$ cat config.mk
export PLATFORM = sky130hd
export DESIGN_NAME = cfg_addr_gen
export DESIGN_NICKNAME = d
export VERILOG_FILES = /design/src/rtl/cfg_pkg.sv /design/src/rtl/cfg_decode.sv /design/src/rtl/cfg_lane.sv /design/src/rtl/cfg_sparse.sv /design/src/rtl/cfg_addr_gen.sv
export SDC_FILE = /design/constraint.sdc
export NUM_CORES = 1
export LEC_CHECK = 0
export BUFFER_PORTS_ARGS = -buffer_cell sky130_fd_sc_hd__buf_2
export CAP_MARGIN = 20
export CORE_ASPECT_RATIO = 0.75
export CORE_MARGIN = 4
export CORE_UTILIZATION = 47
export CTS_CLUSTER_DIAMETER = 150
export DETAILED_ROUTE_END_ITERATION = 8
export PLACE_DENSITY = 0.74
export SYNTH_ARGS = -nofsm -noshare
export SYNTH_HDL_FRONTEND = slang
export SYNTH_SLANG_ARGS = --single-unit
export TNS_END_PERCENT = 100
$ cat constraint.sdc
create_clock -name clk -period 3.5 [get_ports clk]
set_input_delay 0 -clock clk [delete_from_list [all_inputs] [get_ports clk]]
set_output_delay 0 -clock clk [all_outputs]
set_load 0.05 [all_outputs]
$ cat src/rtl/cfg_pkg.sv
package cfg_pkg;
  // Field positions that a configuration target decodes
  localparam int REG_LSB      = 2;
  localparam int FN_LSB       = 8;
  localparam int DEV_LSB      = 11;
  localparam int DEV_SEL_LSB  = 11;
  localparam int BUS_LSB      = 16;
  localparam int SPARSE_SHIFT = 5;
  localparam int SIZE_STEP    = 8;

  typedef enum logic {
    CYC_LOCAL  = 1'b0,
    CYC_BRIDGE = 1'b1
  } cyc_kind_e;
endpackage

$ cat src/rtl/cfg_decode.sv
module cfg_decode
  import cfg_pkg::*;
#(
  parameter int BUS_W      = 8,
  parameter int DEV_W      = 5,
  parameter int FN_W       = 3,
  parameter int OFS_W      = 8,
  parameter int ADDR_W     = 32,
  parameter int MAX_T0_DEV = 12
) (
  input  logic [BUS_W-1:0]  bus,
  input  logic [DEV_W-1:0]  dev,
  input  logic [FN_W-1:0]   func,
  input  logic [OFS_W-1:0]  offset,
  output logic [ADDR_W-1:0] addr,
  output cyc_kind_e         kind,
  output logic              absent
);
  localparam logic [ADDR_W-1:0] ONE = {{(ADDR_W-1){1'b0}}, 1'b1};

  logic [ADDR_W-1:0] common;
  logic [ADDR_W-1:0] local_sel;
  logic [ADDR_W-1:0] bridge_id;
  logic              on_root;

  assign on_root = (bus == '0);
  assign common  = (ADDR_W'(func) << FN_LSB) | ADDR_W'(offset);

  always_comb begin
    local_sel = '0;
    if (int'(dev) <= MAX_T0_DEV) begin
      local_sel = ONE << (DEV_SEL_LSB + int'(dev));
    end
  end

  assign bridge_id = (ADDR_W'(bus) << BUS_LSB) | (ADDR_W'(dev) << DEV_LSB);

  assign absent = on_root && (int'(dev) > MAX_T0_DEV);
  assign kind   = on_root ? CYC_LOCAL : CYC_BRIDGE;
  assign addr   = common | (on_root ? local_sel : bridge_id);
endmodule

$ cat src/rtl/cfg_lane.sv
module cfg_lane #(
  parameter int DATA_W = 32,
  parameter int SIZE_W = 3
) (
  input  logic [SIZE_W-1:0] size,
  input  logic [1:0]        ofs_lo,
  input  logic [DATA_W-1:0] wdata,
  input  logic [DATA_W-1:0] rdata,
  output logic              bad,
  output logic [DATA_W-1:0] wdata_al,
  output logic [DATA_W-1:0] rdata_al
);
  localparam int LANES  = DATA_W / 8;
  localparam int LANE_W = $clog2(LANES);

  logic [LANE_W-1:0] sh;
  logic              pow2;
  logic              fits;
  logic [SIZE_W-1:0] low_mask;

  assign sh       = ofs_lo[LANE_W-1:0];
  assign pow2     = (size != '0) && ((size & (size - 1'b1)) == '0);
  assign fits     = (int'(size) <= LANES);
  assign low_mask = size - 1'b1;
  assign bad      = !(pow2 && fits && ((SIZE_W'(sh) & low_mask) == '0));

  for (genvar j = 0; j < LANES; j++) begin : g_lane
    always_comb begin
      wdata_al[8*j +: 8] = 8'h00;
      for (int k = 0; k <= j; k++) begin
        if (int'(sh) == k) wdata_al[8*j +: 8] = wdata[8*(j-k) +: 8];
      end
    end
    always_comb begin
      rdata_al[8*j +: 8] = 8'h00;
      for (int k = 0; k < LANES - j; k++) begin
        if (int'(sh) == k) rdata_al[8*j +: 8] = rdata[8*(j+k) +: 8];
      end
    end
  end
endmodule

$ cat src/rtl/cfg_sparse.sv
module cfg_sparse
  import cfg_pkg::*;
#(
  parameter int ADDR_W   = 32,
  parameter int SIZE_W   = 3,
  parameter int SADDR_W  = 40,
  parameter logic [SADDR_W-1:0] CFG_BASE = 40'h1E_0000_0000
) (
  input  logic [ADDR_W-1:0]  addr,
  input  logic [SIZE_W-1:0]  size,
  output logic [SADDR_W-1:0] saddr
);
  logic [SADDR_W-1:0] size_code;

  assign size_code = SADDR_W'(size - 1'b1) * SADDR_W'(SIZE_STEP);
  assign saddr     = (SADDR_W'(addr) << SPARSE_SHIFT) + size_code + CFG_BASE;
endmodule

$ cat src/rtl/cfg_addr_gen.sv
module cfg_addr_gen
  import cfg_pkg::*;
#(
  parameter int BUS_W      = 8,
  parameter int DEV_W      = 5,
  parameter int FN_W       = 3,
  parameter int OFS_W      = 8,
  parameter int SIZE_W     = 3,
  parameter int DATA_W     = 32,
  parameter int ADDR_W     = 32,
  parameter int SADDR_W    = 40,
  parameter int MAX_T0_DEV = 12,
  parameter logic [SADDR_W-1:0] CFG_BASE = 40'h1E_0000_0000
) (
  input  logic               clk,
  input  logic               rst,
  input  logic               req,
  input  logic [BUS_W-1:0]   bus,
  input  logic [DEV_W-1:0]   dev,
  input  logic [FN_W-1:0]    func,
  input  logic [OFS_W-1:0]   offset,
  input  logic [SIZE_W-1:0]  size,
  input  logic [DATA_W-1:0]  wdata,
  input  logic [DATA_W-1:0]  rdata_in,
  output logic               done,
  output logic               cyc_valid,
  output logic               cyc_type,
  output logic [ADDR_W-1:0]  cyc_addr,
  output logic [SADDR_W-1:0] sparse_addr,
  output logic [DATA_W-1:0]  wdata_out,
  output logic [DATA_W-1:0]  rdata_out,
  output logic               not_found,
  output logic               size_err
);
  localparam int T1_TOP = BUS_LSB + BUS_W;

  logic [ADDR_W-1:0]  d_addr;
  cyc_kind_e          d_kind;
  logic               d_absent;
  logic               l_bad;
  logic [DATA_W-1:0]  l_wdata;
  logic [DATA_W-1:0]  l_rdata;
  logic [SADDR_W-1:0] s_addr;
  logic               issue;

  cfg_decode #(
    .BUS_W(BUS_W), .DEV_W(DEV_W), .FN_W(FN_W), .OFS_W(OFS_W),
    .ADDR_W(ADDR_W), .MAX_T0_DEV(MAX_T0_DEV)
  ) decode_i (
    .bus(bus), .dev(dev), .func(func), .offset(offset),
    .addr(d_addr), .kind(d_kind), .absent(d_absent)
  );

  cfg_lane #(
    .DATA_W(DATA_W), .SIZE_W(SIZE_W)
  ) lane_i (
    .size(size), .ofs_lo(offset[1:0]), .wdata(wdata), .rdata(rdata_in),
    .bad(l_bad), .wdata_al(l_wdata), .rdata_al(l_rdata)
  );

  cfg_sparse #(
    .ADDR_W(ADDR_W), .SIZE_W(SIZE_W), .SADDR_W(SADDR_W), .CFG_BASE(CFG_BASE)
  ) sparse_i (
    .addr(d_addr), .size(size), .saddr(s_addr)
  );

  assign issue = !d_absent && !l_bad;

  always_ff @(posedge clk) begin
    if (rst) begin
      done        <= 1'b0;
      cyc_valid   <= 1'b0;
      cyc_type    <= 1'b0;
      cyc_addr    <= '0;
      sparse_addr <= '0;
      wdata_out   <= '0;
      rdata_out   <= '0;
      not_found   <= 1'b0;
      size_err    <= 1'b0;
    end else begin
      done <= req;
      if (req) begin
        cyc_valid   <= issue;
        cyc_type    <= issue && (d_kind == CYC_BRIDGE);
        cyc_addr    <= issue ? d_addr : '0;
        sparse_addr <= issue ? s_addr : '0;
        wdata_out   <= issue ? l_wdata : '0;
        rdata_out   <= issue ? l_rdata : '1;
        not_found   <= d_absent;
        size_err    <= l_bad;
      end
    end
  end

  assert_t0_onehot_R1: assert property (@(posedge clk) disable iff (rst)
    (cyc_valid && !cyc_type) |-> ($countones(cyc_addr[ADDR_W-1:DEV_SEL_LSB]) == 1));

  assert_absent_noissue_R2: assert property (@(posedge clk) disable iff (rst)
    not_found |-> (!cyc_valid && (cyc_addr == '0) && (rdata_out == '1)));

  assert_t1_upper_zero_R4: assert property (@(posedge clk) disable iff (rst)
    (cyc_valid && cyc_type) |-> (cyc_addr[ADDR_W-1:T1_TOP] == '0));

  assert_misalign_noissue_R8: assert property (@(posedge clk) disable iff (rst)
    size_err |-> (!cyc_valid && (sparse_addr == '0) && (wdata_out == '0)));

  assert_done_follows_R9: assert property (@(posedge clk) disable iff (rst)
    req |=> done);

  assert_done_quiet_R9: assert property (@(posedge clk) disable iff (rst)
    !req |=> !done);

  assert_hold_R9: assert property (@(posedge clk) disable iff (rst)
    !req |=> ($stable(cyc_addr) && $stable(rdata_out) && $stable(cyc_valid)));
endmodule

Word level (Yosys, flattened, before mapping) --
Cells that the tools add are included.
Word-level totals: output and inout port bits 141, bits in registers 141
Operators by class: reductions and logical operators 13, bitwise gates (word level) 5, $add $sub $neg 5, muxes and demuxes 27, shifts and indexed selects 1, eq/ne operators 3, magnitude comparators 3
Operator list (number):
- 32-bit two-way mux | 5
- 8-bit two-way mux | 20
- 37-bit by 40-bit adder with 40-bit output | 1
- 40-bit by 37-bit adder with 40-bit output (second input constant) | 1
- 40-bit two-way mux | 1
- 32-bit bitwise OR | 1
- 1-bit by 32-bit left shift with 32-bit output (first input constant) | 1
- 24-bit by 16-bit bitwise OR with 24-bit output | 1
- 11-bit by 8-bit bitwise OR with 11-bit output | 1
- 8-bit zero test | 1
- 4-bit by 5-bit adder with 6-bit output (first input constant) | 1
- 1-bit logical AND | 6
- 3-bit zero test | 2
- 5-bit by 4-bit greater-than comparator with 1-bit output (second input constant) | 1
- 5-bit by 4-bit <= comparator with 1-bit output (second input constant) | 1
- 2-bit equality test (second input constant) | 2
- 3-bit by 1-bit subtractor with 4-bit output (second input constant) | 1
- 2-bit by 3-bit bitwise AND with 3-bit output | 1
- 3-bit bitwise AND | 1
- 3-bit <= comparator (second input constant) | 1
- 3-bit nonzero test | 1
- 3-bit by 1-bit subtractor with 3-bit output (second input constant) | 1
- 2-bit by 1-bit equality test with 1-bit output (second input constant) | 1
- 1-bit zero test | 2
- 2 further kinds | 2

Depth between registers and ports, before layout --
depth in word-level cells 8, depth in mapped cells 18

Cells and area by module --
From an unflattened synthesis, not the netlist that was laid out.
Unflattened totals: cell total of the unflattened synthesis 1106, area total of the unflattened synthesis 9644.2 µm²
By module, submodules not included:
- cfg_addr_gen | seq. area each 2822.7 µm², instances 1, cells each 637, area an instance 6153.4 µm²
- cfg_sparse | seq. area each 0.0 µm², instances 1, cells each 266, area an instance 1900.6 µm²
- cfg_lane | seq. area each 0.0 µm², instances 1, cells each 136, area an instance 1133.6 µm²
- cfg_decode | seq. area each 0.0 µm², instances 1, cells each 67, area an instance 456.7 µm²

Worst setup path after synthesis --
OpenSTA, ideal clock, no wires.
path kind input-to-reg, start point in bus[3], end point reg sparse_addr[36], stages on the path 14, required time 3.373 ns, arrival 3.339 ns, path slack 0.033 ns, cells stage by stage or4_4 -> nor4_4 -> nand2b_1 -> buf_6 -> nor4_1 -> a21o_1 -> ha_1 -> ha_1 -> clkbuf_1 -> nand4_1 -> or2_2 -> o41ai_1 -> mux2i_1 -> o211ai_1
On the way: cells in the longest elaborated chain, start to end 6, elaborated cells between the ends (all ways) 10, classes of those cells 2 x add/sub; 2 x mux; 2 x bitwise; 4 x reduce/logical
RTL lines:
- start: declaration | RTL line cfg_addr_gen.sv:18 | input logic [BUS_W-1:0] bus,
- 8-bit zero test or 24-bit by 16-bit bitwise OR with 24-bit output (tied branches) | RTL line cfg_decode.sv:26, cfg_decode.sv:36
- 32-bit two-way mux | RTL line cfg_decode.sv:40 | assign addr = common | (on_root ? local_sel : bridge_id);
- 32-bit bitwise OR | RTL line cfg_decode.sv:40
- 37-bit by 40-bit adder with 40-bit output | RTL line cfg_sparse.sv:16 | assign saddr = (SADDR_W'(addr) << SPARSE_SHIFT) + size_code + CFG_BASE;
- 40-bit by 37-bit adder with 40-bit output | RTL line cfg_sparse.sv:16
- 40-bit two-way mux (*) | RTL line cfg_addr_gen.sv:86 | sparse_addr <= issue ? s_addr : '0;
- end signal: assignment | RTL line cfg_addr_gen.sv:86
- end: declaration | RTL line cfg_addr_gen.sv:29 | output logic [SADDR_W-1:0] sparse_addr,
Every way passes the cells marked *; elsewhere a longest branch is shown, timed or not. A chain may end at the register's enable or synchronous reset.

Final worst setup path --
start point in bus[3], end point reg sparse_addr[33]
The elaborated chain is that of the path after synthesis.

==> metrics.cfg <==
[placement]
place_worst_setup_slack_ns=-0.335
hpwlAfterDp_mm=18.0
gp_congestion=0.954
port_buffers=231

[grt]
grt_max_degree=57
gr-total-overflow=0
grt.total_usage=0.266
antenna_found_initial=1
first_global_vias=7837
grt_first_pass_wirelength_mm=40.4

[outcome]
status=complete, no violations

[clock_tree]
cts_made_buffers=17
cts-root-buf=clkbuf_16
cts.sinks=138
htree_num_levels=4
clk_path_buf_depth=2
clk_pin_slew_ns=0.07
cts_tree=done
clkLatencyLatePin_ns=0.43

[synth]
synth_cell_types=65
synth_top_area_frac=0.354
syn_avg_cell_area_um2=8.50
synthFlopType=dfxtp_1
synth_edf_count=0
ys_ff_latch=138
syn_area_mm2=0.00781
ys_seq_area_frac=0.354
synth_warnings=0
yosysTopAreaCell=dfxtp_1
yosys-top-cells-area=dfxtp_1, ha_1, mux2i_1
synth_async_sr_flop_share=0
synth_cells=919

[sta]
final_max_slew_viol_count=0
hold_viol_final=0
fin_crit_ns=3.32
whs_ns=0.0148
worst_slack_ns=0.178
finClkSkew_ns=0
max-slew-margin-rel=0.315
worst-slew-pin-transition_ns=1.03
report.final.setup_viol=0
rsz0062_at_grt=true
timing.final.crit_share=0.949
fmax_ghz=0.301

[power]
cellLeakagePower_nw=5.37
seqPwrFrac=0.362
ir_worst_vdd_mv=0.336
clkPwrFrac=0.401
pwr-share-comb=0.237
switchingPower_w=0.00149
intPower_w=0.00313
swShare=0.323
power.density_mw_per_mm2=428
finalPower_w=0.00462

[critical_path]
cp.required_ns=3.78
crit_arrival_ns=3.60
crit_path_start=bus[3]
cp-end-kind=register
worstSetupStartpointType=input pin
r2r_slack_ns=2.30
r2r_start=wdata_out[24]
worst-setup-path-type=input pin to register
crit_fanout=6
reg2reg_to=wdata_out[24]
reg2regPathDepth=2
crit_end=sparse_addr[33]

[die]
fp.dieH_um=120
fp-row-count=40
core_region_area_mm2=0.0162
dieArea_mm2=0.0188
dieWidth_um=157
start_util=0.483
top_level_ports=235

[cells_and_area]
fin_nets=1403
final_cell_mix=buf_2, dfxtp_1, nand2_1
diodes=0
area_growth_pct=38.2
drive_gt1_frac=0.304
final_common_cell=buf_2

[drt]
drt-total-wl_mm=25.5
vias_per_cell=5.52
drt-initial-drc-count=588
wl_per_cell_um=17.4
ant_nets=0
num_vias=8074
post-route-drc-count=0
drtPass1Iterations=5

[flow_run]
drv_cap=0

[hold_path]
hold_class=input pin to register

cells in the mapped netlist (3+ instances only):
library cell and number:
a41o_1 3, buf_4 8, o211ai_1 5, nand4_1 13, a22o_1 35, mux2i_1 38
a32o_1 10, dfxtp_1 138, nor3_1 39, a21oi_1 70, nor2b_1 15, xor2_1 9
mux2_2 16, a211oi_1 11, o21bai_1 5, buf_2 6, nor3b_1 7, nand2b_1 3
inv_1 25, o21ai_0 45, ha_1 67, xnor2_1 13, nor2_1 82, clkbuf_1 53
buf_1 4, o31ai_1 7, nand2_1 99, and2_1 12, a21o_1 19, nand3_1 10
o21a_1 5
metal layers:
metal | global-route usage | part of all wire
met3 | 0.0685 | 0.084
met1 | 0.369 | 0.45
met2 | 0.400 | 0.44
met4 | 0.0938 | 0.027
met5 | 0 | 0.00051
power by group through the flow:
stage	registers [W]	clock network [W]	logic (W)
CTS	0.00167	0.00188	0.00107
floorplan	0.00194	0	0.000456
detailed placement	0.00171	0	0.00101
global placement	0.00171	0	0.00101
global route	0.00168	0.00195	0.00118
finish	0.00167	0.00185	0.00109
registers in the layout, summed over array words and instances (netlist names):
name         flops
cyc_addr        32
cyc_type         1
cyc_valid        1
done             1
not_found        1
rdata_out       32
size_err         1
sparse_addr     37
wdata_out       32
cell families after synthesis:
logic type	synth area share
buffers and inverters	0.0554
AO/OA/AOI/OAI	0.208
XOR/XNOR	0.0247
multiplexers	0.0718
AND/OR/NAND/NOR	0.176
flip-flops	0.354
other	0.000962
adder cells (fa/ha/maj)	0.110
timing repair:
action                                 in CTS  in global routing
setup endpoints to repair                   0                 11
endpoints found under the hold margin      58                  0
buffers inserted                            0                  1
gates resized for setup                     0                 16
hold buffers                               58                  0
worst min-delay path by stage:
stage	from	to	slack, ns	cells past startpoint
final	wdata[21]	wdata_out[29]	0.01	4
after detailed placement	offset[3]	cyc_addr[3]	0.24	2
after global placement	offset[6]	cyc_addr[6]	0.23	2
after global routing	wdata[21]	wdata_out[29]	0.03	4
after floorplan	size[0]	sparse_addr[3]	0.12	1
after CTS	wdata[21]	wdata_out[29]	0.0002	4
critical path, stage by stage:
cell and delay [ns]:
buf_2 0.11, or4_4 0.54, nor4_4 0.20, nand2b_1 0.18, nor4_1 0.27, buf_4 0.18, a21o_1 0.15, ha_1 0.24
ha_1 0.37, a21oi_1 0.20, o21ai_1 0.12, a21oi_1 0.19, a21oi_1 0.12, a2bb2oi_2 0.16, buf_4 0.13, nor2_1 0.12
xor2_1 0.24, o21ai_0 0.10
metrics by stage:
| step | cell area [µm²] | TNS (ns) | util | std cells |
|---|---|---|---|---|
| floorplan | 7840 | 0 | - | 928 |
| global placement | 9540 | -1.04 | 0.590 | 1372 |
| global route | 10800 | -0.0129 | 0.668 | 1464 |
| CTS | 10700 | 0 | 0.663 | 1462 |
| finish | 10800 | 0 | 0.668 | 1464 |
| detailed placement | 9540 | -2.24 | 0.590 | 1372 |
cell type report:
class	count	area [µm²]
inverters	27	101
clock buffers	18	439
flip-flops and latches	138	2760
well taps	210	263
repair buffers	368	2340
clock inverters	14	163
multi-input cells	689	4720
fillers	1323	5370
Power figures use the tool's default switching activity.
